===== src/rtl/rssi_seq.sv =====
module rssi_seq #(
  parameter int DATA_W     = 6,
  parameter int WIN_CYCLES = 3000
) (
  input  logic              clk,
  input  logic              rst_n,
  input  logic              slot_start,
  input  logic              rx_active,
  input  logic              adc_done,
  input  logic [DATA_W-1:0] adc_data,
  input  logic              rd_strobe,
  output logic              pk_reset,
  output logic              pk_hold,
  output logic              adc_start,
  output logic [DATA_W-1:0] rssi_value,
  output logic              rssi_valid,
  output logic              rssi_stale
);
  localparam int CNT_W = $clog2(WIN_CYCLES + 1);
  localparam logic [CNT_W-1:0] LAST = CNT_W'(WIN_CYCLES - 1);

  typedef enum logic [2:0] {
    S_IDLE, S_ARM, S_INTEG, S_HOLD, S_START, S_WAIT, S_DONE
  } state_t;

  state_t           state;
  logic [CNT_W-1:0] cnt;

  assign pk_reset  = (state == S_ARM);
  assign pk_hold   = (state == S_HOLD) || (state == S_START) || (state == S_WAIT);
  assign adc_start = (state == S_START);

  always_ff @(posedge clk or negedge rst_n) begin
    if (!rst_n) begin
      state      <= S_IDLE;
      cnt        <= '0;
      rssi_value <= '0;
      rssi_valid <= 1'b0;
      rssi_stale <= 1'b1;
    end else if (slot_start) begin
      rssi_valid <= 1'b0;
      rssi_stale <= 1'b1;
      cnt        <= '0;
      state      <= rx_active ? S_ARM : S_IDLE;
    end else begin
      if (rd_strobe) rssi_valid <= 1'b0;
      case (state)
        S_ARM:   state <= rx_active ? S_INTEG : S_IDLE;
        S_INTEG: begin
          if (!rx_active)     state <= S_IDLE;
          else if (cnt == LAST) state <= S_HOLD;
          else                cnt <= cnt + 1'b1;
        end
        S_HOLD:  state <= S_START;
        S_START: state <= S_WAIT;
        S_WAIT:  if (adc_done) begin
          rssi_value <= adc_data;
          rssi_valid <= 1'b1;
          rssi_stale <= 1'b0;
          state      <= S_DONE;
        end
        default: ;
      endcase
    end
  end
endmodule


===== config.mk =====
export PLATFORM = sky130hd
export DESIGN_NAME = rssi_seq
export DESIGN_NICKNAME = d
export VERILOG_FILES = /design/src/rtl/rssi_seq.sv
export SDC_FILE = /design/constraint.sdc
export NUM_CORES = 1
export LEC_CHECK = 0
export ABC_AREA = 1
export BUFFER_PORTS_ARGS = -buffer_cell sky130_fd_sc_hd__buf_2
export CAP_MARGIN = 25
export CORE_AREA = 2 2 50 52
export CTS_BUF_LIST = sky130_fd_sc_hd__clkbuf_4 sky130_fd_sc_hd__clkbuf_8
export DETAILED_ROUTE_END_ITERATION = 10
export DIE_AREA = 0 0 52 54
export GPL_TIMING_DRIVEN = 0
export HOLD_SLACK_MARGIN = 0.15
export PLACE_DENSITY = 0.78
export SLEW_MARGIN = 20
export SYNTH_ARGS = -nofsm -noshare
export SYNTH_HDL_FRONTEND = slang
export SYNTH_SLANG_ARGS = --single-unit

===== constraint.sdc =====
create_clock -name clk -period 3.3 [get_ports clk]
set_input_delay 0 -clock clk [delete_from_list [all_inputs] [get_ports clk]]
set_output_delay 0 -clock clk [all_outputs]
set_load 0.02 [all_outputs]

==> results.tsv <==
metric	value	unit
Logic pwr share	37.7	%
Leak	0.8508	nW
VDD IR max	305.1	µV
#FFs+latches synth	23	
syn avg cell area	7.839	µm²
WL met3	125	µm
initial core utilization	56.09	%
post-CTS setup buffers	0	
die footprint	0.002808	mm²
met2 WL	1506	µm
first-pass GRT wire length	4485	µm
failing checks	DRC	
Pre-antenna DRT Iters	7	
internal power	0.4924	mW
CTS buffer count	3	
kind of critical path	reg2reg	
Hold Slack	0.1706	ns
port buffer count	21	
initial antenna violation count	0	
Worst R2R End	rssi_stale$_DFFE_PN1P_	
Worst path top cell family by delay	buffers and inverters	
share of cells above drive strength 1	22.17	%
Resized Gates After CTS	0	
Mapped Cells	166	
sw frac	39.39	%
synth warn	0	
Critical R2R Launch	state[1]$_DFFE_PN0P_	
most frequent cells in the layout	nand2_1 (53), buf_2 (22), dfrtp_1 (22)	
Reg area	576.8	µm²
Row Count	18	
clock tree buffer depth	2	
Post-synth ARST share	100.0	%
drt via density	5.137	
vias	1197	
crit start category	flop	
Cell Area, Placed	0.001444	mm²
WL/cell	12.13	µm
reported net switching power	0.3201	mW
total power	0.8125	mW
area occupied by multi-input gates	635.6	µm²
Syn Nets	179	
Min Clock Period, post-route	1.645	ns
final non-filler cell total	233	
Layout Nets	217	
dpl cells	217	
Max stage delay cell, worst path	dlygate4sd3_1	
Synth-to-Final Area Change	22.31	%
post-route cell area	0.001592	mm²
clk slew on worst S/H paths	0.13	ns
post-DP HPWL	2064	µm
# H-tree levels	1	
crit-path cells	inv_1 > nand3_4 > nor2_4 > nor2_1 > dlygate4sd3_1	
Slew Viols, Final	0	
Seq pwr share	46.5	%
setup_tns	0	ns
Tcrit/Tclk final	49.84	%
post-synthesis cell type count	29	
RSZ-0062 raised after global routing	no	
Worst Path Arrival	1.89	ns
fillers	197	
Fin. Hold Viols	0	
IO Count	23	
Die Ht	54	µm
gr ovfl total	0	
top_reg_cell synth	dfrtp_1	
Crit path largest cell delay	0.56	ns
worst hold path type	in2async	
reg2reg path depth	5	
commonest non-fill, non-tap cell in the layout	nand2_1	
total core area	0.002320	mm²
Worst-Skew Late Latency	0.31	ns
status	finished, violations left	
highest routed layer	met4	
gr usage total	21.64	%
Die Wd	52	µm
Max transition margin	66.44	%
# setup viols final	0	
post-cts hold buffer count	12	
n_diodes	0	
max cap viols	0	
clock skew	0.006570	ns
Sink Count	23	
CP endpoint kind	flop	
Netlist Area Pre-Place	0.001301	mm²
crit path buf inv count	2	
worst-path fanout max	7	
Clk network pwr share	15.8	%
CTS tree	built	
WL final	2826	µm
Final GP Congestion	0.8946	
wire length on met1	1179	µm
DRC	1	
Post-synth EDFFs	0	
largest net degree at the start of global routing	24	
vias in the first global route	1046	
DRT iter0 DRCs	31	
worst endpoint required time	3.54	ns
antenna viol nets, final	0	
root buf cell	clkbuf_4	
highest clock rate	608.0	MHz
PwrDens	510.5	mW/mm²
reg2reg setup slack	1.66	ns
actual slew at the worst max-slew pin	0.5034	ns
register area share after synthesis	44.33	%
==> metrics by stage <==
stage | utilization [%] | setup slack, ns
finish | 68.61 | 1.655
global route | 68.61 | 1.589
CTS | 68.61 | 1.674
detailed placement | 62.24 | 1.771
global placement | 62.24 | 1.820
floorplan | - | 1.958
==> layer usage <==
| layer | up-vias | track usage (%) |
|---|---|---|
| li1 | 609 | - |
| met1 | 548 | 26.75 |
| met2 | 38 | 39.45 |
| met3 | 2 | 3.333 |
| met4 | 0 | 5.263 |
| met5 | - | 0 |
==> worst max-delay path by stage <==
stage | cells after the start | slack, ns | from | to
2_1_floorplan | 9 | 1.96 | cnt[0]$_DFFE_PN0P_ | cnt[9]$_DFFE_PN0P_
3_3_place_gp | 9 | 1.82 | cnt[0]$_DFFE_PN0P_ | cnt[11]$_DFFE_PN0P_
3_5_place_dp | 9 | 1.77 | cnt[0]$_DFFE_PN0P_ | cnt[7]$_DFFE_PN0P_
4_1_cts | 5 | 1.67 | state[1]$_DFFE_PN0P_ | rssi_stale$_DFFE_PN1P_
5_1_grt | 5 | 1.59 | state[1]$_DFFE_PN0P_ | rssi_stale$_DFFE_PN1P_
6_report | 5 | 1.66 | state[1]$_DFFE_PN0P_ | rssi_stale$_DFFE_PN1P_
==> power by group through the flow <==
stage          Sequential, mW  Clock [mW]  Combinational, mW
2_1_floorplan           0.418           0              0.166
3_3_place_gp            0.377           0              0.286
3_5_place_dp            0.383           0              0.296
4_1_cts                 0.377       0.133              0.306
5_1_grt                 0.385       0.141              0.339
6_report                0.378       0.128              0.306
==> state kept, by name (all words and copies together), names as in the netlist <==
signal	count
cnt	12
rssi_stale	1
rssi_value	6
rssi_valid	1
state	3
==> synth_stat cells (3+ instances only) <==
master | instances | area, µm²
xor2_1 | 3 | 26.28
nand4_1 | 5 | 31.28
nand3_1 | 12 | 60.06
nand2_1 | 53 | 198.9
o21ai_1 | 5 | 25.02
mux2_2 | 6 | 67.56
inv_1 | 15 | 56.30
inv_2 | 3 | 11.26
dfrtp_1 | 22 | 550.5
nor2_1 | 18 | 67.56
==> layout make-up <==
| type | count | area share [%] |
|---|---|---|
| buffer | 2 | 1.022 |
| clock buffer | 3 | 1.415 |
| clock inverter | 1 | 0.3145 |
| inverter | 19 | 4.560 |
| multi-input combinational | 122 | 39.94 |
| sequential | 23 | 36.24 |
| tap | 30 | 2.358 |
| timing repair buffer | 33 | 14.15 |
==> kinds of logic after synthesis <==
group                      synth area share [%]
AOI/OAI and AO/OA                         5.097
xor gates and xnor gates                  2.020
adders and majority gates                0.9614
buffers and inverters                     6.826
DFF                                       44.33
muxes                                     5.192
and+or+nand+nor                           35.58
Power figures use the tool's default switching activity.
